## src/rtl/eirq_pkg.sv

```systemverilog
package eirq_pkg;

  localparam int LINES_N   = 28;
  localparam int WORD_W    = 32;
  localparam int FIELD_W   = 3;
  localparam int STRIDE_W  = 4;
  localparam int GROUPS_N  = 4;
  localparam int ADDR_W    = 2;

  typedef enum logic [ADDR_W-1:0] {
    REG_TRIG_A = 2'd0,
    REG_TRIG_B = 2'd1,
    REG_MASK   = 2'd2,
    REG_PEND   = 2'd3
  } reg_word_e;

  typedef struct packed {
    logic lvl_en;
    logic lvl_high;
    logic rise_en;
    logic fall_en;
  } trig_ctl_t;

  function automatic trig_ctl_t decode_trig(input logic [FIELD_W-1:0] code);
    trig_ctl_t c;
    c = '0;
    unique case (code[2:1])
      2'b00: begin c.lvl_en = 1'b1; c.lvl_high = code[0]; end
      2'b01: c.fall_en = 1'b1;
      2'b10: c.rise_en = 1'b1;
      default: begin c.rise_en = 1'b1; c.fall_en = 1'b1; end
    endcase
    return c;
  endfunction

  function automatic int grp_first(input int g);
    case (g)
      0: return 0;
      1: return 4;
      2: return 12;
      default: return 20;
    endcase
  endfunction

  function automatic int grp_last(input int g);
    case (g)
      0: return 3;
      1: return 11;
      2: return 19;
      default: return 27;
    endcase
  endfunction

endpackage

```

## src/rtl/eirq_sync.sv

```systemverilog
module eirq_sync #(
  parameter int W = 28
) (
  input  logic         clk,
  input  logic         rst_n,
  input  logic [W-1:0] async_i,
  output logic [W-1:0] sync_o
);

  logic [W-1:0] stage1_q;
  logic [W-1:0] stage2_q;

  always_ff @(posedge clk) begin
    if (!rst_n) begin
      stage1_q <= '0;
      stage2_q <= '0;
    end else begin
      stage1_q <= async_i;
      stage2_q <= stage1_q;
    end
  end

  assign sync_o = stage2_q;

endmodule

```

## src/rtl/eirq_detect.sv

```systemverilog
module eirq_detect
  import eirq_pkg::*;
#(
  parameter int N     = LINES_N,
  localparam int PAIRS = (N + 1) / 2
) (
  input  logic                     clk,
  input  logic                     rst_n,
  input  logic [N-1:0]             sync_i,
  input  logic [PAIRS*FIELD_W-1:0] trig_i,
  output logic [N-1:0]             evt_o
);

  logic [N-1:0] prev_q;

  always_ff @(posedge clk) begin
    if (!rst_n) prev_q <= '0;
    else        prev_q <= sync_i;
  end

  for (genvar i = 0; i < N; i++) begin : g_line
    localparam int PAIR = i / 2;
    trig_ctl_t ctl;
    logic      rose;
    logic      fell;

    always_comb begin
      ctl  = decode_trig(trig_i[PAIR*FIELD_W +: FIELD_W]);
      rose = sync_i[i] & ~prev_q[i];
      fell = ~sync_i[i] & prev_q[i];
      if (ctl.lvl_en)
        evt_o[i] = (sync_i[i] == ctl.lvl_high);
      else
        evt_o[i] = (ctl.rise_en & rose) | (ctl.fall_en & fell);
    end
  end

endmodule

```

## src/rtl/eirq_regs.sv

```systemverilog
module eirq_regs
  import eirq_pkg::*;
#(
  parameter int N      = LINES_N,
  localparam int PAIRS = (N + 1) / 2,
  localparam int PER_W = WORD_W / STRIDE_W
) (
  input  logic                     clk,
  input  logic                     rst_n,
  input  logic                     wr_i,
  input  logic [ADDR_W-1:0]        addr_i,
  input  logic [WORD_W-1:0]        wdata_i,
  input  logic [N-1:0]             pend_i,
  output logic [PAIRS*FIELD_W-1:0] trig_o,
  output logic [N-1:0]             mask_o,
  output logic [WORD_W-1:0]        rdata_o
);

  logic [FIELD_W-1:0] trig_q [PAIRS];
  logic [N-1:0]       mask_q;
  logic [WORD_W-1:0]  trig_rd [2];
  logic               unused_wbits;

  assign unused_wbits = ^wdata_i;

  for (genvar k = 0; k < PAIRS; k++) begin : g_pair
    localparam int WSEL = k / PER_W;
    localparam int OFF  = (k % PER_W) * STRIDE_W;
    localparam reg_word_e TARGET = (WSEL == 0) ? REG_TRIG_A : REG_TRIG_B;

    always_ff @(posedge clk) begin
      if (!rst_n)
        trig_q[k] <= '0;
      else if (wr_i && addr_i == TARGET)
        trig_q[k] <= wdata_i[OFF +: FIELD_W];
    end

    assign trig_o[k*FIELD_W +: FIELD_W] = trig_q[k];
  end

  always_ff @(posedge clk) begin
    if (!rst_n)
      mask_q <= '1;
    else if (wr_i && addr_i == REG_MASK)
      mask_q <= wdata_i[N-1:0];
  end

  assign mask_o = mask_q;

  always_comb begin
    trig_rd[0] = '0;
    trig_rd[1] = '0;
    for (int k = 0; k < PAIRS; k++)
      trig_rd[k / PER_W][(k % PER_W) * STRIDE_W +: FIELD_W] = trig_q[k];
  end

  always_comb begin
    rdata_o = '0;
    unique case (addr_i)
      REG_TRIG_A: rdata_o = trig_rd[0];
      REG_TRIG_B: rdata_o = trig_rd[1];
      REG_MASK:   rdata_o[N-1:0] = mask_q;
      default:    rdata_o[N-1:0] = pend_i;
    endcase
  end

endmodule

```

## src/rtl/eirq_pend.sv

```systemverilog
module eirq_pend
  import eirq_pkg::*;
#(
  parameter int N = LINES_N
) (
  input  logic                clk,
  input  logic                rst_n,
  input  logic [N-1:0]        evt_i,
  input  logic                clr_wr_i,
  input  logic [N-1:0]        clr_bits_i,
  input  logic [N-1:0]        mask_i,
  output logic [N-1:0]        pend_o,
  output logic [GROUPS_N-1:0] grp_o
);

  logic [N-1:0] pend_q;
  logic [N-1:0] clr_eff;
  logic [N-1:0] live;

  assign clr_eff = clr_wr_i ? clr_bits_i : '0;

  always_ff @(posedge clk) begin
    if (!rst_n) pend_q <= '0;
    else        pend_q <= (pend_q & ~clr_eff) | evt_i;
  end

  assign pend_o = pend_q;
  assign live   = pend_q & ~mask_i;

  for (genvar g = 0; g < GROUPS_N; g++) begin : g_grp
    localparam int F = grp_first(g);
    localparam int L = grp_last(g);
    assign grp_o[g] = |live[L:F];
  end

endmodule

```

## src/rtl/ext_irq_grouper.sv

```systemverilog
module ext_irq_grouper
  import eirq_pkg::*;
#(
  parameter int N = LINES_N
) (
  input  logic                clk,
  input  logic                rst_n,
  input  logic [N-1:0]        line_i,
  input  logic                bus_wr_i,
  input  logic [ADDR_W-1:0]   bus_addr_i,
  input  logic [WORD_W-1:0]   bus_wdata_i,
  output logic [WORD_W-1:0]   bus_rdata_o,
  output logic [GROUPS_N-1:0] grp_irq_o
);

  localparam int PAIRS = (N + 1) / 2;

  logic [N-1:0]             sync_vec;
  logic [N-1:0]             evt_vec;
  logic [N-1:0]             pend_vec;
  logic [N-1:0]             mask_vec;
  logic [PAIRS*FIELD_W-1:0] trig_vec;
  logic                     pend_wr;

  assign pend_wr = bus_wr_i && (bus_addr_i == REG_PEND);

  eirq_sync #(.W(N)) u_sync (
    .clk     (clk),
    .rst_n   (rst_n),
    .async_i (line_i),
    .sync_o  (sync_vec)
  );

  eirq_detect #(.N(N)) u_detect (
    .clk    (clk),
    .rst_n  (rst_n),
    .sync_i (sync_vec),
    .trig_i (trig_vec),
    .evt_o  (evt_vec)
  );

  eirq_regs #(.N(N)) u_regs (
    .clk     (clk),
    .rst_n   (rst_n),
    .wr_i    (bus_wr_i),
    .addr_i  (bus_addr_i),
    .wdata_i (bus_wdata_i),
    .pend_i  (pend_vec),
    .trig_o  (trig_vec),
    .mask_o  (mask_vec),
    .rdata_o (bus_rdata_o)
  );

  eirq_pend #(.N(N)) u_pend (
    .clk        (clk),
    .rst_n      (rst_n),
    .evt_i      (evt_vec),
    .clr_wr_i   (pend_wr),
    .clr_bits_i (bus_wdata_i[N-1:0]),
    .mask_i     (mask_vec),
    .pend_o     (pend_vec),
    .grp_o      (grp_irq_o)
  );

endmodule

```

## config.mk

```make
export PLATFORM = sky130hd
export DESIGN_NAME = ext_irq_grouper
export DESIGN_NICKNAME = d
export VERILOG_FILES = /design/src/rtl/eirq_pkg.sv /design/src/rtl/eirq_sync.sv /design/src/rtl/eirq_detect.sv /design/src/rtl/eirq_regs.sv /design/src/rtl/eirq_pend.sv /design/src/rtl/ext_irq_grouper.sv
export SDC_FILE = /design/constraint.sdc
export NUM_CORES = 1
export LEC_CHECK = 0
export BUFFER_PORTS_ARGS = -buffer_cell sky130_fd_sc_hd__buf_2
export CAP_MARGIN = 20
export CORE_AREA = 3 3 172 140
export CTS_CLUSTER_SIZE = 40
export DETAILED_ROUTE_END_ITERATION = 10
export DIE_AREA = 0 0 175 143
export GPL_TIMING_DRIVEN = 1
export HOLD_SLACK_MARGIN = 0.06
export PLACE_DENSITY = 0.59
export SYNTH_ARGS = -nofsm -noshare
export SYNTH_HDL_FRONTEND = slang
export SYNTH_SLANG_ARGS = --single-unit
export TNS_END_PERCENT = 1
```

## constraint.sdc

```tcl
create_clock -name clk -period 2.95 [get_ports clk]
set_clock_uncertainty 0.05 [all_clocks]
set_input_delay 0.4425 -clock clk [delete_from_list [all_inputs] [get_ports clk]]
set_output_delay 0.4425 -clock clk [all_outputs]
set_load 0.05 [all_outputs]
```

==> impl_metrics.tcl <==
set metrics [dict create \
    cts_root_buffer "clkbuf_16" \
    cpPeakStageDelay_ns 0.61 \
    cts.sinks 182 \
    htreeDepth 4 \
    finalCritPeriodShare_pct 76.4 \
    avgSynthCellArea_sq_um 10.6 \
    crit_end "bus_rdata_o[16]" \
    coreArea_sq_mm 0.0224 \
    holdCritPathClass "input port to flip-flop" \
    port-buffer-count 98 \
    synth_warnings 0 \
    tightest_slew_ns 0.557 \
    first_global_vias 5486 \
    vias_per_cell 4.92 \
    rows 49 \
    max_freq_ghz 0.444 \
    post-route-min-period_ns 2.25 \
    clock_latency_ns 0.43 \
    highest_layer "met5" \
    synth_top_area_share_pct 35.8 \
    synth_fa_ha_area_share_pct 0 \
    peakVddDrop_uv 471 \
    status "finished clean" \
    hold_violations 0 \
    cts_tree "done" \
    crit_fanout 60 \
    track_usage_pct 16.4 \
    synth_flop_cell "dfxtp_1" \
    setup_viol 0 \
    yosysTopAreaCell "dfxtp_1" \
    met3_length_microns 1350 \
    synth-seq-cells 182 \
    synth-edff-count 42 \
    cp_slowest_cell "mux4_2" \
    synthTopCellsByArea "dfxtp_1, edfxtp_1, and2_1" \
    placed_area_sq_mm 0.00857 \
    worstPathArrival_ns 1.76 \
    drt_pass1_iterations 5 \
    via_count 5643 \
    die_area_sq_mm 0.0250 \
    synth-xor-area-share_pct 3.14 \
    fillCellCount 2227 \
    powerDensity_mw_per_mm2 656 \
    cts_hold_buf 0 \
    syn-num-nets 803 \
    synth-simple-area-share_pct 26.0 \
    syn_inst 738 \
    syn_area_sq_mm 0.00782 \
    dp_hpwl_microns 13500 \
    drv_slew 0 \
    p_leak_nw 3.80 \
    critPathLaunchType "input port" \
    critical_path.cell_chain "buf_2 -> buf_12 -> mux4_2 -> buf_2" \
    grt_max_degree 62 \
    cp.required_ns 2.46 \
    yosysUniqueCellTypes 37 \
    path_depth 4 \
    ff_latch_area_sq_mm 0.00406 \
    cp_top_family "buffers and inverters" \
    cts_resized 0 \
    r2r-end "u_pend.pend_o[16]$_SDFF_PN0_" \
    multi_input_area_sq_mm 0.00339 \
    rr_worst_depth 3 \
    seq_area_frac_synth_pct 52.0 \
    die_width_microns 175 \
    post_drt_wl_per_cell_microns 17.3 \
    synth_top_family_by_area "simple AND/OR/NAND/NOR gates" \
    drtIter0Drc 322 \
    grt_overflow_total 0 \
    area_growth_pct 17.8 \
    clock_path_buffers 2 \
    wl_met1_microns 9510 \
    cts_setup_buffers 0 \
    drv_cap 0 \
    cp-startpoint "bus_addr_i[0]" \
    ios 101 \
    worst_path_most_repeated_cell "buf_2" \
    synth_common_cells "dfxtp_1, and2_1, nand2_1" \
    synth_async_sr_flop_share_pct 0 \
    slew-limit-headroom_pct 62.9 \
    synth_mux_area_share_pct 6.51 \
    wl_met2_microns 8730 \
    drive_gt1_share_pct 20.0 \
    ant_nets 0 \
    fin_nets 892 \
    drcViolationCount 0 \
    r2r_slack_ns 1.71 \
    cts_made_buffers 17 \
    r2r-start "u_regs.trig_q[2][2]$_SDFFCE_PN0P_" \
    die_y_microns 143 \
    synth_compound_area_share_pct 7.66 \
    path_class "input port to output pin" \
    worst_setup_path_end_kind "output pin" \
    totalWireLength_microns 19900 \
    tns_ns 0 \
    rsz0062_at_grt "false" \
    antenna_found_initial 4 \
    synth.most_common_cell "dfxtp_1" \
    grt_pass1_wl_microns 31600 \
    initial_utilization_pct 34.9 \
    gp_congestion 0.811 \
    fin_area_sq_mm 0.00921 \
    cp_num_buf_inv 3 \
    path_clk_slew_ns 0.07 \
]
-- layout make-up --
type                       count  area share [%]
sequential                   182            44.1
multi-input combinational    486            36.8
timing repair buffer         112            6.77
clock buffer                  20            5.20
tap                          306            4.16
clock inverter                12            1.74
inverter                      28            1.14
antenna                        1          0.0272
-- cell families (layout without fill, tap and decap cells) --
group / Yosys count / in the layout
AND/OR/NAND/NOR: 353 / 353
flip-flops: 182 / 182
AO/OA/AOI/OAI: 76 / 76
buffers and inverters: 70 / 172
XOR/XNOR: 28 / 28
multiplexers: 28 / 28
other: 1 / 2
-- worst min-delay path by stage --
stage	start	depth (start not counted)	end
2_1_floorplan	u_sync.stage1_q[0]$_SDFF_PN0_	1	u_sync.sync_o[0]$_SDFF_PN0_
3_3_place_gp	u_sync.stage1_q[4]$_SDFF_PN0_	1	u_sync.sync_o[4]$_SDFF_PN0_
3_5_place_dp	u_sync.stage1_q[17]$_SDFF_PN0_	1	u_sync.sync_o[17]$_SDFF_PN0_
4_1_cts	line_i[17]	2	u_sync.stage1_q[17]$_SDFF_PN0_
5_1_grt	line_i[17]	2	u_sync.stage1_q[17]$_SDFF_PN0_
6_report	line_i[17]	2	u_sync.stage1_q[17]$_SDFF_PN0_
-- placed cells by master (no fill, tap or decap), types with 2 or more instances in the layout --
master,Yosys,layout
dfxtp_1,140,140
nor2_1,14,14
a22o_1,3,3
clkbuf_16,0,19
edfxtp_1,42,42
o22ai_1,12,12
nor2b_1,35,35
a21boi_1,23,23
inv_6,0,3
mux2_2,3,3
nand4_1,28,28
a221oi_1,27,27
inv_1,28,28
bufinv_16,0,3
nand3_1,26,26
clkinv_4,0,2
buf_2,12,97
buf_12,1,2
o211ai_1,2,2
and2_1,129,129
mux4_2,18,18
buf_4,5,13
nand2_1,85,85
mux2i_1,7,7
a21boi_0,5,5
clkinvlp_4,0,2
and3b_1,29,29
or4_1,3,3
xnor2_1,28,28
-- metrics by stage --
stage	hold WS, ns	setup slack [ns]	util, %	total power [W]	std cells
floorplan	0.362	0.416	-	0.00342	738
CTS	0.145	0.688	41.0	0.00611	1146
global placement	0.366	0.710	38.2	0.00366	1114
finish	0.166	0.696	41.0	0.00604	1147
global route	0.152	0.620	41.0	0.00630	1146
detailed placement	0.368	0.708	38.2	0.00367	1114
-- sequential cells by signal, indices dropped and copies added, names as in the netlist --
name	count
u_regs.trig_q	42
u_detect.prev_q	28
u_pend.pend_o	28
u_regs.mask_o	28
u_sync.stage1_q	28
u_sync.sync_o	28
-- power by group --
| group | leakage, nW | switching, W | internal (W) |
|---|---|---|---|
| clock | 0.308 | 0.000989 | 0.00145 |
| sequential | 1.57 | 0.000143 | 0.00270 |
| combinational | 1.93 | 0.000470 | 0.000293 |
| total | 3.80 | 0.00160 | 0.00444 |
-- layer usage --
layer	up-vias	track usage [%]
met4	8	5.04
met2	170	24.4
met1	2699	23.4
li1	2739	-
met3	27	4.28
met5	-	0
Power figures use the tool's default switching activity.
